File: config.mk
export PLATFORM = sky130hd
export DESIGN_NAME = axi_order_gate
export DESIGN_NICKNAME = d
export VERILOG_FILES = /design/src/rtl/order_pkg.sv /design/src/rtl/order_region_decode.sv /design/src/rtl/order_id_table.sv /design/src/rtl/order_rsp_mux.sv /design/src/rtl/axi_order_gate.sv
export SDC_FILE = /design/constraint.sdc
export NUM_CORES = 1
export LEC_CHECK = 0
export ABC_CLOCK_PERIOD_IN_PS = 9100
export CAP_MARGIN = 15
export CORE_MARGIN = 5
export CORE_UTILIZATION = 58
export DETAILED_ROUTE_END_ITERATION = 8
export GPL_TIMING_DRIVEN = 1
export MAX_ROUTING_LAYER = met4
export PLACE_DENSITY = 0.8
export REMOVE_ABC_BUFFERS = 1
export SLEW_MARGIN = 20
export SYNTH_ARGS = -nofsm -noshare
export SYNTH_HDL_FRONTEND = slang
export SYNTH_SLANG_ARGS = --single-unit
File: constraint.sdc
create_clock -name clk_i -period 9.1 [get_ports clk_i]
set_input_delay 1.82 -clock clk_i [delete_from_list [all_inputs] [get_ports clk_i]]
set_output_delay 1.82 -clock clk_i [all_outputs]
set_load 0.005 [all_outputs]
File: src/rtl/order_pkg.sv
package order_pkg;
  localparam int LEN_W   = 8;
  localparam int SIZE_W  = 3;
  localparam int CACHE_W = 4;
  // (len+1) up to 256, shifted by up to 7
  localparam int BYTES_W = 16;

  function automatic logic [BYTES_W-1:0] burst_bytes(logic [LEN_W-1:0] len,
                                                     logic [SIZE_W-1:0] size);
    return (BYTES_W'(len) + BYTES_W'(1)) << size;
  endfunction

  function automatic logic is_device(logic [2:0] attr_hi);
    return attr_hi == 3'b000;
  endfunction
endpackage

File: src/rtl/order_region_decode.sv
module order_region_decode
  import order_pkg::*;
#(
  parameter int ADDR_W = 16,
  parameter int SLV_W  = 2,
  parameter int END_W  = 17
) (
  input  logic [ADDR_W-1:0]  addr_i,
  input  logic [LEN_W-1:0]   len_i,
  input  logic [SIZE_W-1:0]  size_i,
  input  logic [2:0]         attr_hi_i,
  output logic [SLV_W-1:0]   slave_o,
  output logic [END_W-1:0]   start_o,
  output logic [END_W-1:0]   end_o,
  output logic               dev_o
);
  logic [BYTES_W-1:0] bytes;

  assign bytes   = burst_bytes(len_i, size_i);
  assign slave_o = addr_i[ADDR_W-1 -: SLV_W];
  assign start_o = END_W'(addr_i);
  // widened by one bit so the last byte never wraps
  assign end_o   = END_W'(addr_i) + END_W'(bytes) - END_W'(1);
  assign dev_o   = is_device(attr_hi_i);
endmodule

File: src/rtl/order_id_table.sv
module order_id_table #(
  parameter int ID_W    = 2,
  parameter int SLV_W   = 2,
  parameter int END_W   = 17,
  parameter int MAX_OUT = 8,
  localparam int N_ID   = 1 << ID_W,
  localparam int CNT_W  = $clog2(MAX_OUT + 1)
) (
  input  logic             clk_i,
  input  logic             rst_ni,
  input  logic [ID_W-1:0]  req_id_i,
  input  logic [SLV_W-1:0] req_slave_i,
  input  logic [END_W-1:0] req_start_i,
  input  logic [END_W-1:0] req_end_i,
  input  logic             req_dev_i,
  input  logic             req_fire_i,
  input  logic [ID_W-1:0]  rsp_id_i,
  input  logic             rsp_fire_i,
  output logic             hold_o
);
  logic [CNT_W-1:0] cnt_q   [N_ID];
  logic [SLV_W-1:0] slv_q   [N_ID];
  logic [END_W-1:0] start_q [N_ID];
  logic [END_W-1:0] end_q   [N_ID];

  for (genvar i = 0; i < N_ID; i++) begin : g_ent
    logic inc, dec;
    assign inc = req_fire_i && (req_id_i == ID_W'(i));
    assign dec = rsp_fire_i && (rsp_id_i == ID_W'(i));

    always_ff @(posedge clk_i or negedge rst_ni) begin
      if (!rst_ni) begin
        cnt_q[i]   <= '0;
        slv_q[i]   <= '0;
        start_q[i] <= '0;
        end_q[i]   <= '0;
      end else begin
        case ({inc, dec})
          2'b10:   cnt_q[i] <= cnt_q[i] + CNT_W'(1);
          2'b01:   cnt_q[i] <= cnt_q[i] - CNT_W'(1);
          default: cnt_q[i] <= cnt_q[i];
        endcase
        if (inc) begin
          slv_q[i]   <= req_slave_i;
          start_q[i] <= req_start_i;
          end_q[i]   <= req_end_i;
        end
      end
    end
  end

  logic busy, full, other_slv, overlap;

  always_comb begin
    busy      = cnt_q[req_id_i] != '0;
    full      = cnt_q[req_id_i] == CNT_W'(MAX_OUT);
    other_slv = slv_q[req_id_i] != req_slave_i;
    overlap   = (req_start_i <= end_q[req_id_i]) && (start_q[req_id_i] <= req_end_i);
    // Device to the same slave rides the in-order path; Normal overlap waits
    hold_o    = busy && (full || other_slv || (!req_dev_i && overlap));
  end
endmodule

File: src/rtl/order_rsp_mux.sv
module order_rsp_mux #(
  parameter int SLV_W = 2,
  parameter int ID_W  = 2,
  parameter int RSP_W = 2,
  localparam int N_SLV = 1 << SLV_W
) (
  input  logic [N_SLV-1:0]       sl_valid_i,
  input  logic [N_SLV*ID_W-1:0]  sl_id_i,
  input  logic [N_SLV*RSP_W-1:0] sl_code_i,
  output logic [N_SLV-1:0]       sl_ready_o,
  output logic                   m_valid_o,
  input  logic                   m_ready_i,
  output logic [ID_W-1:0]        m_id_o,
  output logic [RSP_W-1:0]       m_code_o
);
  logic [SLV_W-1:0] sel;

  always_comb begin
    sel       = '0;
    m_valid_o = 1'b0;
    // scan downwards so the lowest index wins
    for (int s = N_SLV - 1; s >= 0; s--) begin
      if (sl_valid_i[s]) begin
        sel       = SLV_W'(s);
        m_valid_o = 1'b1;
      end
    end
    m_id_o     = sl_id_i[sel*ID_W +: ID_W];
    m_code_o   = sl_code_i[sel*RSP_W +: RSP_W];
    sl_ready_o = (m_valid_o && m_ready_i) ? (N_SLV'(1) << sel) : '0;
  end
endmodule

File: src/rtl/axi_order_gate.sv
module axi_order_gate
  import order_pkg::*;
#(
  parameter int ID_W    = 2,
  parameter int ADDR_W  = 16,
  parameter int SLV_W   = 2,
  parameter int MAX_OUT = 8,
  parameter int RSP_W   = 2
) (
  input  logic                          clk_i,
  input  logic                          rst_ni,
  input  logic                          req_valid_i,
  output logic                          req_ready_o,
  input  logic [ID_W-1:0]               req_id_i,
  input  logic [ADDR_W-1:0]             req_addr_i,
  input  logic [7:0]                    req_len_i,
  input  logic [2:0]                    req_size_i,
  input  logic [3:0]                    req_cache_i,
  output logic                          dn_valid_o,
  input  logic                          dn_ready_i,
  output logic [ID_W-1:0]               dn_id_o,
  output logic [ADDR_W-1:0]             dn_addr_o,
  output logic [7:0]                    dn_len_o,
  output logic [2:0]                    dn_size_o,
  output logic [3:0]                    dn_cache_o,
  output logic [SLV_W-1:0]              dn_slave_o,
  input  logic [(1<<SLV_W)-1:0]         sl_rsp_valid_i,
  input  logic [(1<<SLV_W)*ID_W-1:0]    sl_rsp_id_i,
  input  logic [(1<<SLV_W)*RSP_W-1:0]   sl_rsp_code_i,
  output logic [(1<<SLV_W)-1:0]         sl_rsp_ready_o,
  output logic                          m_rsp_valid_o,
  input  logic                          m_rsp_ready_i,
  output logic [ID_W-1:0]               m_rsp_id_o,
  output logic [RSP_W-1:0]              m_rsp_code_o
);
  localparam int END_W = ((ADDR_W > BYTES_W) ? ADDR_W : BYTES_W) + 1;

  logic [SLV_W-1:0] slave;
  logic [END_W-1:0] rng_start, rng_end;
  logic             dev, hold, req_fire, rsp_fire;

  order_region_decode #(
    .ADDR_W(ADDR_W), .SLV_W(SLV_W), .END_W(END_W)
  ) u_decode (
    .addr_i   (req_addr_i),
    .len_i    (req_len_i),
    .size_i   (req_size_i),
    .attr_hi_i(req_cache_i[3:1]),
    .slave_o  (slave),
    .start_o  (rng_start),
    .end_o    (rng_end),
    .dev_o    (dev)
  );

  order_id_table #(
    .ID_W(ID_W), .SLV_W(SLV_W), .END_W(END_W), .MAX_OUT(MAX_OUT)
  ) u_table (
    .clk_i      (clk_i),
    .rst_ni     (rst_ni),
    .req_id_i   (req_id_i),
    .req_slave_i(slave),
    .req_start_i(rng_start),
    .req_end_i  (rng_end),
    .req_dev_i  (dev),
    .req_fire_i (req_fire),
    .rsp_id_i   (m_rsp_id_o),
    .rsp_fire_i (rsp_fire),
    .hold_o     (hold)
  );

  order_rsp_mux #(
    .SLV_W(SLV_W), .ID_W(ID_W), .RSP_W(RSP_W)
  ) u_rsp (
    .sl_valid_i(sl_rsp_valid_i),
    .sl_id_i   (sl_rsp_id_i),
    .sl_code_i (sl_rsp_code_i),
    .sl_ready_o(sl_rsp_ready_o),
    .m_valid_o (m_rsp_valid_o),
    .m_ready_i (m_rsp_ready_i),
    .m_id_o    (m_rsp_id_o),
    .m_code_o  (m_rsp_code_o)
  );

  assign req_ready_o = dn_ready_i && !hold;
  assign dn_valid_o  = req_valid_i && !hold;
  assign req_fire    = req_valid_i && req_ready_o;
  assign rsp_fire    = m_rsp_valid_o && m_rsp_ready_i;

  assign dn_id_o    = req_id_i;
  assign dn_addr_o  = req_addr_i;
  assign dn_len_o   = req_len_i;
  assign dn_size_o  = req_size_i;
  assign dn_cache_o = req_cache_i;
  assign dn_slave_o = slave;
endmodule

## After elaboration in Yosys (flattened, before gate mapping)

Cells that the tools add are included.

| word-level totals | value |
|---|---|
| output and inout bits | 46 |
| input bits | 58 |
| flip-flop bits (word level) | 156 |
| logic and storage cells | 103 |

| cells by class | value |
|---|---|
| $lt $le $gt $ge | 3 |
| reductions and logical operators | 27 |
| mux-type cells | 25 |
| bitwise gates (word level) | 1 |
| shifts and indexed selects | 4 |
| add/subtract/negate cells | 11 |
| eq/ne operators | 16 |

Operators by type and width:

| cell | number |
|---|---|
| 17-bit binary-select mux with 2-bit select | 2 |
| 17-bit 2-to-1 mux | 4 |
| 4-bit one-hot mux with 2 select lines | 4 |
| 16-bit by 16-bit adder with 17-bit output | 1 |
| 16-bit by 17-bit <= comparator with 1-bit output | 1 |
| 17-bit <= comparator | 1 |
| 17-bit by 1-bit subtractor with 17-bit output, second input constant | 1 |
| 4-bit by 1-bit adder with 4-bit output, second input constant | 4 |
| 2-bit equality test, second input constant | 8 |
| 8-bit by 4-bit variable part select with 2-bit output | 2 |
| 16-bit by 3-bit << shifter with 16-bit output | 1 |
| 4-bit by 1-bit subtractor with 4-bit output, second input constant | 4 |
| 1-bit logical AND | 15 |
| 2-bit by 1-bit equality test with 1-bit output, second input constant | 6 |
| 2-bit 2-to-1 mux | 6 |
| 4-bit 2-to-1 mux | 3 |
| 8-bit by 1-bit adder with 9-bit output, second input constant | 1 |
| 4-bit binary-select mux with 2-bit select | 1 |
| 2-bit nonzero test | 4 |
| 2-bit binary-select mux with 2-bit select | 1 |
| 4-bit equality test, second input constant | 1 |
| 2-bit zero test | 2 |
| 1-bit 2-to-1 mux | 4 |
| 4-bit nonzero test | 1 |
| 7 further kinds | 9 |

## Logic depth before layout (Yosys ltp)

| depth | value |
|---|---|
| word-level depth | 15 |
| gate-level depth with buffers | 36 |
| depth with buffers taken out | 34 |

## Cells and area by module

A second synthesis with hierarchy kept.

| second synthesis, totals | value |
|---|---|
| cells, all modules | 986 |
| area, all modules | 10403.7 µm² |

By module, submodules not included:

| module | cells each | times used | area an instance (µm²) | seq. area each (µm²) |
|---|---|---|---|---|
| order_id_table | 638 | 1 | 8057.7 | 4003.8 |
| order_region_decode | 283 | 1 | 1893.1 | 0.0 |
| axi_order_gate | 37 | 1 | 275.3 | 0.0 |
| order_rsp_mux | 28 | 1 | 177.7 | 0.0 |

## Worst setup path after synthesis

Ideal clock, no wire load.

| path | value |
|---|---|
| path kind | input-to-reg |
| start | input req_len_i[0] |
| end | register u_table.cnt_q[3] (netlist name) |
| stages | 33 |
| setup slack | 0.943 ns |
| buffers on the path | 2 |
| required time | 8.975 ns |
| library setup time | 0.125 ns |
| data arrival time | 8.032 ns |
| cells stage by stage | ha_1 > clkbuf_1 > xor2_1 > a21oi_1 > nor2_1 > a21oi_1 > or2_2 > ha_1 > inv_1 > ha_1 > nor2b_1 > o211ai_1 > nand2_1 > a31oi_1 > o31ai_1 > o41a_1 > xor2_1 > inv_1 > ha_1 > nand3_1 > or2_2 > o221ai_1 > o2111ai_1 > a2111oi_4 > buf_6 > inv_1 > ha_1 > ha_1 > a21o_1 > a21oi_1 > xnor2_1 > nor2_1 > xor2_1 |

| between the ends | value |
|---|---|
| word-level cells in the longest chain between the ends | 15 |
| elaborated cells on any way between the ends | 17 |
| classes of those cells | add/sub: 3; order compare: 1; eq/ne: 2; shift: 1; mux: 1; reduce/logical: 9 |

RTL lines:

| what | line | RTL |
|---|---|---|
| start: declaration | axi_order_gate.sv:16 | `input logic [7:0] req_len_i,` |
| 8-bit by 1-bit adder with 9-bit output (*) | order_pkg.sv:10 | `return (BYTES_W'(len) + BYTES_W'(1)) << size;` |
| 16-bit by 3-bit << shifter with 16-bit output (*) | order_pkg.sv:10 |  |
| 16-bit by 16-bit adder with 17-bit output (*) | order_region_decode.sv:23 | `assign end_o = END_W'(addr_i) + END_W'(bytes) - END_W'(1);` |
| 17-bit by 1-bit subtractor with 17-bit output (*) | order_region_decode.sv:23 |  |
| 17-bit <= comparator (*) | order_id_table.sv:58 | `overlap = (req_start_i <= end_q[req_id_i]) && (start_q[req_id_i] <= req_end_i);` |
| 1-bit logical AND (*) | order_id_table.sv:58 |  |
| 1-bit logical AND (*) | order_id_table.sv:60 | `hold_o = busy && (full \|\| other_slv \|\| (!req_dev_i && overlap));` |
| 1-bit logical OR (*) | order_id_table.sv:60 |  |
| 1-bit logical AND (*) | order_id_table.sv:60 |  |
| 1-bit zero test (*) | axi_order_gate.sv:84 | `assign req_ready_o = dn_ready_i && !hold;` |
| 1-bit logical AND (*) | axi_order_gate.sv:84 |  |
| 1-bit logical AND (*) | axi_order_gate.sv:86 | `assign req_fire = req_valid_i && req_ready_o;` |
| 1-bit logical AND (*) | order_id_table.sv:28 | `assign inc = req_fire_i && (req_id_i == ID_W'(i));` |
| 2-bit by 1-bit equality test with 1-bit output / 2-bit equality test (equally long branches) | order_id_table.sv:38 | `case ({inc, dec})` |
| 4-bit one-hot mux with 2 select lines / 2-bit nonzero test (equally long branches) | - |  |
| end signal: indexed assignment | order_id_table.sv:39 | `2'b10: cnt_q[i] <= cnt_q[i] + CNT_W'(1);` |
| end signal: indexed assignment | order_id_table.sv:40 | `2'b01: cnt_q[i] <= cnt_q[i] - CNT_W'(1);` |
| end signal: indexed assignment | order_id_table.sv:41 | `default: cnt_q[i] <= cnt_q[i];` |
| end: declaration | order_id_table.sv:21 | `logic [CNT_W-1:0] cnt_q [N_ID];` |

Mark *: on every way between the ends. The rest lies on a longest branch, timed or not.
A chain may end at the register's enable or synchronous reset.

## Final worst setup path

| path | value |
|---|---|
| start | input req_len_i[5] |
| end | output dn_valid_o |

| between the ends | value |
|---|---|
| word-level cells in the longest chain between the ends | 11 |

RTL lines:

| what | line | RTL |
|---|---|---|
| 8-bit by 1-bit adder with 9-bit output | order_pkg.sv:10 |  |
| 16-bit by 3-bit << shifter with 16-bit output | order_pkg.sv:10 |  |
| 16-bit by 16-bit adder with 17-bit output | order_region_decode.sv:23 |  |
| 17-bit by 1-bit subtractor with 17-bit output | order_region_decode.sv:23 |  |
| 17-bit <= comparator | order_id_table.sv:58 |  |
| 1-bit logical AND | order_id_table.sv:58 |  |
| 1-bit logical AND | order_id_table.sv:60 |  |
| 1-bit logical OR | order_id_table.sv:60 |  |
| 1-bit logical AND | order_id_table.sv:60 |  |
| 1-bit zero test | axi_order_gate.sv:85 | `assign dn_valid_o = req_valid_i && !hold;` |
| 1-bit logical AND | axi_order_gate.sv:85 |  |
| end: declaration | axi_order_gate.sv:19 | `output logic dn_valid_o,` |

No other way between the ends.

==> impl_metrics.tcl <==
set metrics [dict create \
    drv_cap 0 \
    place_ws_ps -45.2 \
    grt_overflow 0 \
    ys.flop_type "dfrtp_1" \
    critPathMaxFanout 7 \
    ir_drop_mv 0.187 \
    rows 47 \
    die-width_um 139 \
    post_synth.cell_area_avg_um2 11.2 \
    path_class "primary input to output port" \
    cts_tree "built" \
    slowest_stage "clkdlybuf4s50_1" \
    setup_ws_ps 279 \
    finalSetupViolations 0 \
    hp-start "u_table.cnt_q[15]" \
    crit_start "req_len_i[5]" \
    status "complete, no violations" \
    pin_count 104 \
    port_buffers 101 \
    ys.warnings.count 0 \
    dr.pass1.iters 4 \
    diodes 0 \
    first_iter_violations 358 \
    start_kind "primary input" \
    cp.required_ps 7280 \
    clock_sinks 148 \
    clk_path_buf_depth 2 \
    clkLatencyLatePin_ps 420 \
    fmax_mhz 113 \
    skew_ps 10.5 \
    p_leak_nw 5.32 \
    end_kind "output port" \
    layout_commonest_cell "dfrtp_1" \
    hold_viol 0 \
    drive_above_1_share 0.249 \
    synth_cell_types 54 \
    drv_slew 0 \
    hpwl_um 14400 \
    routed_via_density 5.66 \
    rr_startpoint "u_table.end_q[6]" \
    hold_path_class "flip-flop to flip-flop" \
    fin_crit_sh 0.969 \
    grt_usage 0.226 \
    numCtsBuffers 17 \
    initial_utilization 0.587 \
    antenna_found_initial 0 \
    regArea_um2 3700 \
    ys_seq_elements 148 \
    maxSlewHeadroom 0.431 \
    fin_nets 1088 \
    hold_ws_ps 468 \
    coreArea_um2 16500 \
    drt_wl_total_um 20900 \
    cts-htree-levels 4 \
    gp_congestion 0.911 \
    cp_top_family "compound AO/OA/AOI/OAI gates" \
    powerDensity_nw_per_um2 270 \
    route.detailed.drc 0 \
    syn_area_um2 9660 \
    fill_cells 1169 \
    die_h_um 139 \
    synthArstFlopShare 1.00 \
    clk_pin_slew_worst_paths_ps 60 \
    root_buffer "clkbuf_16" \
    arrival_ps 7000 \
    synthCells 863 \
    slowest_delay_ps 600 \
    syn_to_final_growth_pct 19.3 \
    grt_pass1_vias 6959 \
    path_buf_inv 4 \
    max_slew.worst_pin.slew_ps 854 \
    min_period_ps 8820 \
    wire_per_inst_um 17.7 \
    multi_input_area_um2 5230 \
    final_cell_mix "dfrtp_1, mux2_2, inv_1" \
    ys_seq_area_frac 0.383 \
    grt_max_degree 80 \
    antenna_left 0 \
    grt_pass1_wl_um 34500 \
    die_area_um2 19300 \
    synth-edff-count 0 \
    dr_total_vias 6692 \
]
==> cell type report <==
class,instances,share of cell area
tap,220,0.0239
clock buffer,20,0.0405
inverter,105,0.0342
multi-input combinational,544,0.454
clock inverter,12,0.0153
sequential,148,0.321
timing repair buffer,133,0.111
==> worst paths after layout <==
kind                       cells past startpoint                  end  slack (ps)
setup / recovery                              25           dn_valid_o         280
hold / removal                                 1    u_table.cnt_q[15]         470
setup reg to reg                              16    u_table.cnt_q[15]        4600
hold reg to reg                                1    u_table.cnt_q[15]         470
max in group asynchronous                      2  u_table.start_q[47]        6310
min in group asynchronous                      1  u_table.start_q[37]        1410
==> synthesized netlist by cell type, types with 5 or more instances <==
cell | number | share of area
dfrtp_1 | 148 | 0.38
mux2_2 | 111 | 0.13
inv_1 | 105 | 0.041
ha_1 | 76 | 0.098
nor2_1 | 47 | 0.018
a21oi_1 | 37 | 0.019
buf_4 | 36 | 0.028
mux4_2 | 34 | 0.079
nand2_1 | 34 | 0.013
o21ai_0 | 30 | 0.016
nand3_1 | 19 | 0.0098
xnor2_1 | 19 | 0.017
mux2_1 | 18 | 0.021
xor2_1 | 13 | 0.012
clkbuf_1 | 12 | 0.0047
a21o_1 | 11 | 0.0085
mux2i_1 | 10 | 0.010
buf_6 | 9 | 0.010
a22oi_1 | 7 | 0.0054
nor3_1 | 7 | 0.0036
a211oi_1 | 6 | 0.0047
buf_1 | 5 | 0.0019
fa_1 | 5 | 0.010
nand4_1 | 5 | 0.0032
o211ai_1 | 5 | 0.0039
==> cells by family after synthesis <==
group           after synthesis  synth area share
fa+ha+maj                    81             0.109
buf+inv                     171            0.0879
xor+xnor                     32            0.0290
compound gates              121            0.0851
flops                       148             0.383
mux                         173             0.240
simple gates                137            0.0662
==> power by group <==
part	leakage (nW)	switching [W]	internal (W)
combinational	3.18	0.000545	0.000663
clock	0.312	0.000274	0.000481
sequential	1.83	0.000174	0.000980
total	5.32	0.000993	0.00212
==> through the flow <==
step	instance area [um^2]	util	setup TNS [ps]	power, W	cells
3_5_place_dp	10700	0.650	-89.2	0.00232	1145
6_report	11500	0.700	0	0.00312	1182
4_1_cts	11400	0.690	0	0.00311	1177
5_1_grt	11500	0.700	-40.2	0.00333	1182
3_3_place_gp	10700	0.650	0	0.00226	1145
2_1_floorplan	9210	-	0	0.00194	797
==> state kept, by name, summed over array words and instances, names as in the netlist <==
| signal | count |
|---|---|
| u_table.start_q | 56 |
| u_table.cnt_q | 16 |
| u_table.end_q | 68 |
| u_table.slv_q | 8 |
==> layer usage <==
metal / routed length, um / track usage / up-vias
met5: 0 / - / -
met4: 329 / 0.0623 / 0
met3: 953 / 0.0428 / 28
met2: 10100 / 0.363 / 155
met1: 9470 / 0.298 / 3315
li1: - / - / 3194
==> what timing repair did <==
item / CTS / global route
setup endpoints to repair: 2 / 2
gates resized for setup: 6 / 36
hold buffers: 0 / 0
setup buffers: 0 / 4
cloned: 0 / 1
pin swaps: 0 / 8
Note: power is estimated with default switching activity, not from simulation.
